### src/rtl/lin_wkup_pkg.sv
package lin_wkup_pkg;

  typedef enum logic [1:0] {
    ST_IDLE  = 2'd0,
    ST_ARMED = 2'd1,
    ST_SEND  = 2'd2
  } wk_state_e;

  // Bit idx of the wake-up character for a given width.
  // Newer revision: upper half set (0xF0 at 8 bits).
  // Older revision: only the top bit set (0x80 at 8 bits).
  function automatic logic wake_bit(input logic legacy, input int idx, input int width);
    if (legacy) return (idx == width - 1);
    return (idx >= width / 2);
  endfunction

endpackage

### src/rtl/lin_wkup_ctrl.sv
module lin_wkup_ctrl
  import lin_wkup_pkg::*;
#(
  parameter int FRAME_BITS = 10
) (
  input  logic clk,
  input  logic rst_n,
  input  logic bit_tick,
  input  logic start_pulse,
  input  logic mode_in,
  output logic busy,
  output logic sending,
  output logic load,
  output logic shift,
  output logic done_evt,
  output logic mode_q
);

  localparam int CNT_W = $clog2(FRAME_BITS);
  localparam logic [CNT_W-1:0] LAST = CNT_W'(FRAME_BITS - 1);

  wk_state_e        state_q;
  logic [CNT_W-1:0] cnt_q;

  always_ff @(posedge clk or negedge rst_n) begin
    if (!rst_n) begin
      state_q <= ST_IDLE;
      cnt_q   <= '0;
      mode_q  <= 1'b0;
    end else begin
      unique case (state_q)
        ST_IDLE: begin
          if (start_pulse) begin
            state_q <= ST_ARMED;
            mode_q  <= mode_in;
          end
        end
        ST_ARMED: begin
          if (bit_tick) begin
            state_q <= ST_SEND;
            cnt_q   <= '0;
          end
        end
        ST_SEND: begin
          if (bit_tick) begin
            if (cnt_q == LAST) state_q <= ST_IDLE;
            else               cnt_q   <= cnt_q + 1'b1;
          end
        end
        default: state_q <= ST_IDLE;
      endcase
    end
  end

  always_comb begin
    busy     = (state_q != ST_IDLE);
    sending  = (state_q == ST_SEND);
    load     = (state_q == ST_ARMED) && bit_tick;
    shift    = sending && bit_tick && (cnt_q != LAST);
    done_evt = sending && bit_tick && (cnt_q == LAST);
  end

  // an accepted start arms the transfer on the next cycle
  a_r2_start_arms: assert property (@(posedge clk) disable iff (!rst_n)
    (!busy && start_pulse) |=> busy);

  // a start during the frame leaves the bit position untouched
  a_r7_start_ignored: assert property (@(posedge clk) disable iff (!rst_n)
    (sending && start_pulse && !bit_tick) |=> (sending && $stable(cnt_q)));

  // the selected pattern is frozen for the whole transfer
  a_r6_mode_frozen: assert property (@(posedge clk) disable iff (!rst_n)
    busy |=> $stable(mode_q));

endmodule

### src/rtl/lin_wkup_serializer.sv
module lin_wkup_serializer
  import lin_wkup_pkg::*;
#(
  parameter int CHAR_W = 8
) (
  input  logic clk,
  input  logic rst_n,
  input  logic load,
  input  logic shift,
  input  logic sending,
  input  logic legacy,
  output logic txd
);

  localparam int FRAME_BITS = CHAR_W + 2;

  logic [CHAR_W-1:0]     char_w;
  logic [FRAME_BITS-1:0] frame_q;

  for (genvar i = 0; i < CHAR_W; i++) begin : g_char
    assign char_w[i] = wake_bit(legacy, i, CHAR_W);
  end

  always_ff @(posedge clk or negedge rst_n) begin
    if (!rst_n) begin
      frame_q <= '1;
    end else if (load) begin
      frame_q <= {1'b1, char_w, 1'b0};
    end else if (shift) begin
      frame_q <= {1'b1, frame_q[FRAME_BITS-1:1]};
    end
  end

  assign txd = sending ? frame_q[0] : 1'b1;

  // every frame opens with a dominant start bit
  a_r3_start_dominant: assert property (@(posedge clk) disable iff (!rst_n)
    $rose(sending) |-> !txd);

endmodule

### src/rtl/lin_wkup_flag.sv
module lin_wkup_flag (
  input  logic clk,
  input  logic rst_n,
  input  logic set,
  input  logic clr,
  output logic flag_q
);

  always_ff @(posedge clk or negedge rst_n) begin
    if (!rst_n)   flag_q <= 1'b0;
    else if (set) flag_q <= 1'b1;
    else if (clr) flag_q <= 1'b0;
  end

  // completion dominates a coincident clear
  a_r10_set_wins: assert property (@(posedge clk) disable iff (!rst_n)
    set |=> flag_q);

  // sticky until cleared
  a_r9_sticky: assert property (@(posedge clk) disable iff (!rst_n)
    (flag_q && !clr) |=> flag_q);

  a_r9_clear: assert property (@(posedge clk) disable iff (!rst_n)
    (clr && !set) |=> !flag_q);

endmodule

### src/rtl/lin_wakeup_tx.sv
module lin_wakeup_tx #(
  parameter int CHAR_W = 8
) (
  input  logic clk,
  input  logic rst_n,
  input  logic bit_tick,
  input  logic mode_legacy,
  input  logic start_pulse,
  input  logic clr_status,
  output logic txd,
  output logic busy,
  output logic done_flag
);

  localparam int FRAME_BITS = CHAR_W + 2;

  logic sending, load, shift, done_evt, mode_q;

  lin_wkup_ctrl #(.FRAME_BITS(FRAME_BITS)) u_ctrl (
    .clk         (clk),
    .rst_n       (rst_n),
    .bit_tick    (bit_tick),
    .start_pulse (start_pulse),
    .mode_in     (mode_legacy),
    .busy        (busy),
    .sending     (sending),
    .load        (load),
    .shift       (shift),
    .done_evt    (done_evt),
    .mode_q      (mode_q)
  );

  lin_wkup_serializer #(.CHAR_W(CHAR_W)) u_ser (
    .clk     (clk),
    .rst_n   (rst_n),
    .load    (load),
    .shift   (shift),
    .sending (sending),
    .legacy  (mode_q),
    .txd     (txd)
  );

  lin_wkup_flag u_flag (
    .clk    (clk),
    .rst_n  (rst_n),
    .set    (done_evt),
    .clr    (clr_status),
    .flag_q (done_flag)
  );

  // end of stop bit releases busy and raises the flag together
  a_r8_done_handoff: assert property (@(posedge clk) disable iff (!rst_n)
    done_evt |=> (!busy && done_flag));

  // the line is recessive whenever no transfer is in flight
  a_r1_idle_recessive: assert property (@(posedge clk) disable iff (!rst_n)
    !busy |-> txd);

endmodule

### config.mk
export PLATFORM = sky130hd
export DESIGN_NAME = lin_wakeup_tx
export DESIGN_NICKNAME = d
export VERILOG_FILES = /design/src/rtl/lin_wkup_pkg.sv /design/src/rtl/lin_wkup_ctrl.sv /design/src/rtl/lin_wkup_serializer.sv /design/src/rtl/lin_wkup_flag.sv /design/src/rtl/lin_wakeup_tx.sv
export SDC_FILE = /design/constraint.sdc
export NUM_CORES = 1
export LEC_CHECK = 0
export BUFFER_PORTS_ARGS = -buffer_cell sky130_fd_sc_hd__buf_2
export CAP_MARGIN = 10
export CORE_MARGIN = 8
export CORE_UTILIZATION = 50
export DETAILED_ROUTE_END_ITERATION = 7
export PLACE_DENSITY_LB_ADDON = 0.05
export SETUP_SLACK_MARGIN = 0.1
export SLEW_MARGIN = 5
export SYNTH_ARGS = -nofsm -noshare
export SYNTH_HDL_FRONTEND = slang
export SYNTH_SLANG_ARGS = --single-unit
### constraint.sdc
create_clock -name clk -period 3.2 [get_ports clk]
set_clock_uncertainty 0.15 [all_clocks]
set_input_delay 0 -clock clk [delete_from_list [all_inputs] [get_ports clk]]
set_output_delay 0 -clock clk [all_outputs]
set_load 0.005 [all_outputs]
==> flow_summary_export.csv <==
group,metric,value,unit
run_status,status,"finished with violations",
run_status,violations,"negative hold slack",
synth,synth_top_area_share,25.5,%
synth,syn_avg_cell_area,10.8,um^2
die,die_x,56.6,um
clock_tree,root_buffer,"clkbuf_4",
global_route,grt_pass1_wl,2.80,mm
place,place_area,853,um^2
cells_and_area,final_core_util,63.6,%
drt,first_pass_iters,4,
synth,synth_compound_area_share,18.8,%
worst_setup_path,cp.arrival,2.03,ns
cells_and_area,final_cells,109,
clock_tree,cts_made_buffers,3,
synth,synth_edf_count,0,
synth,yosys.area_share.adder,3.04,%
timing,finalSetupTns,0,ns
synth,synth_xor_area_share,1.06,%
timing,final_max_slew_viol_count,0,
drt,ant_nets,0,
global_route,grt-ovfl-total,0,
global_route,grt_pass1_vias,636,
worst_setup_path,crit_fanout,10,
clock_tree,clk_path_buf_depth,2,
die,core-area,0.00152,mm^2
place,dp_cells,97,
place,port_buffers,8,
worst_setup_path,cp.required,3.29,ns
pwr,ir_drop,0.000479,V
clock_tree,clk_pin_slew,0.10,ns
drt,vias,624,
pwr,power.density,723,mW/mm^2
clock_tree,clk_latency,0.29,ns
timing,finalCriticalPeriod,1.95,ns
pwr,finalPower,0.701,mW
synth,yosysTopAreaCell,"dfstp_2",
worst_setup_path,worstSetupStartpointType,"flip-flop",
cells_and_area,final_nets,102,
clock_tree,clkSinkCount,16,
die,ios,9,
synth,yosysWarnings,0,
timing,min_period_over_period,60.8,%
timing,hold_ws,-0.00953,ns
cells_and_area,n_antenna_cell,0,
synth,synthFlopType,"dfstp_2",
timing,setup_ws,1.25,ns
worst_setup_path,rr_endpoint,"u_flag.flag_q$_DFFE_PN0P_",
drt,wl,1.56,mm
synth,syn_area,823,um^2
timing,max_slew_margin,75.2,%
timing,setup_viol,0,
synth,syn_inst,76,
drt,drcViolationCount,0,
global_route,grtUsageTotal,10.7,%
synth,yosysSeqAreaShare,49.8,%
place,pre_cts_ws,1.59,ns
worst_setup_path,rr_worst_depth,5,
drt,wl_per_cell,14.3,um
drt,viasPerCell,5.72,
synth,synth_simple_gate_area_share,17.5,%
clock_tree,cts_resized,0,
die,start_util,54.0,%
drt,drtIter0Drc,10,
synth,async_flop_share,100,%
place,hpwl,1.06,mm
cells_and_area,syn2layout_area_growth,17.8,%
worst_setup_path,reg2reg_setup_slack,1.25,ns
synth,synthMuxAreaShare,3.80,%
die,die_h,56.6,um
clock_tree,cts_tree,"yes",
synth,synth_nets,84,
global_route,grt_start_max_net_pins,17,
place,gp_congestion,0.737,
cells_and_area,drive_gt1_share,29.0,%
run,maxCapViolCount,0,
die,rows,14,
timing,worst_pin_slew,0.372,ns
timing,rsz0062_at_grt,"false",
timing,max_clock_freq,514,MHz
clock_tree,ctsHtreeMaxLevel,1,
synth,synth_top_family_by_area,"compound AO/OA/AOI/OAI gates",
worst_setup_path,crit_type,"flip-flop to flip-flop",
die,die-area,0.00320,mm^2
synth,yosysUniqueCellTypes,29,
worst_setup_path,r2r_start,"u_ctrl.cnt_q[1]$_DFFE_PN0P_",
global_route,antenna_found_initial,0,
cells_and_area,final_cell_mix,"nand3_1 (8), dlygate4sd3_1 (8), buf_2 (8), dfrtp_1 (8), dfstp_2 (8)",
hold_path,hold_path.class,"input port to asynchronous set/reset pin",
timing,hold_viol_final,8,
pwr,leakage,0.421,nW
cells_and_area,postLayoutCellArea,970,um^2
synth,synth_area_leaders,"dfstp_2 (26%), dfrtp_1 (24%), nand3_1 (4.9%)",
synth,synth_seq_cells,16,
worst_setup_path,crit_path_end_kind,"flip-flop",
critical path, cell delays in order, from the launching register on:
cell and delay (ns):
dfrtp_1 0.42, inv_1 0.07, ha_1 0.17, nand3b_2 0.22
o32ai_1 0.28, dlygate4sd3_1 0.58
per-layer routing:
layer	up-vias	GRT usage [%]	part of all wire, %
met5	-	0	0
met4	0	6.19	2.5
met3	5	2.70	3.9
met2	12	16.9	44
met1	296	12.8	49
li1	311	-	-
where the power goes:
group	total (mW)	switching, mW	internal, mW
sequential	0.344	0.0579	0.286
combinational	0.221	0.103	0.118
clock	0.136	0.0667	0.0694
synth_stat cells, types with 2 or more instances:
cell type,count
nor2_1,2
mux2i_1,2
ha_1,2
o21ai_0,7
a22oi_1,2
inv_1,5
buf_6,2
nand3b_2,2
and3b_1,3
a21oi_1,5
nand3_1,8
dfstp_2,8
nand3b_1,2
nand2_1,3
dfrtp_1,8
a31oi_1,2
worst max-delay path by stage:
stage	start	end
2_1_floorplan	u_ctrl.cnt_q[0]$_DFFE_PN0P_	u_ctrl.cnt_q[3]$_DFFE_PN0P_
3_3_place_gp	u_ctrl.cnt_q[1]$_DFFE_PN0P_	u_ser.frame_q[6]$_DFFE_PN1P_
3_5_place_dp	u_ctrl.cnt_q[1]$_DFFE_PN0P_	u_ser.frame_q[6]$_DFFE_PN1P_
4_1_cts	u_ctrl.cnt_q[1]$_DFFE_PN0P_	u_flag.flag_q$_DFFE_PN0P_
5_1_grt	u_ctrl.cnt_q[1]$_DFFE_PN0P_	u_flag.flag_q$_DFFE_PN0P_
6_report	u_ctrl.cnt_q[1]$_DFFE_PN0P_	u_flag.flag_q$_DFFE_PN0P_
what timing repair did:
action	4_1_cts	5_1_grt
endpoints found under the hold margin	20	0
setup buffers	0	0
hold buffers	8	0
registers in the layout, summed over array words and instances, names as in the netlist:
| signal | cells |
|---|---|
| u_ser.frame_q | 8 |
| u_ctrl.cnt_q | 4 |
| u_ctrl.state_q | 2 |
| u_ctrl.mode_q | 1 |
| u_flag.flag_q | 1 |
logic make-up (layout without fill, tap and decap cells):
kind of cell,Yosys count,after routing
flops,16,16
mux,3,3
buf+inv,8,25
simple gates,23,23
xor+xnor,1,1
fa+ha+maj,2,2
compound gates,23,23
layout make-up:
| cell class | instances | area, um^2 |
|---|---|---|
| Fill cell | 127 | 554 |
| Sequential cell | 16 | 410 |
| Multi-Input combinational cell | 52 | 364 |
| Timing Repair Buffer | 16 | 120 |
| Clock buffer | 4 | 36.3 |
| Tap cell | 16 | 20.0 |
| Inverter | 5 | 18.8 |
(Power assumes the default switching activity.)
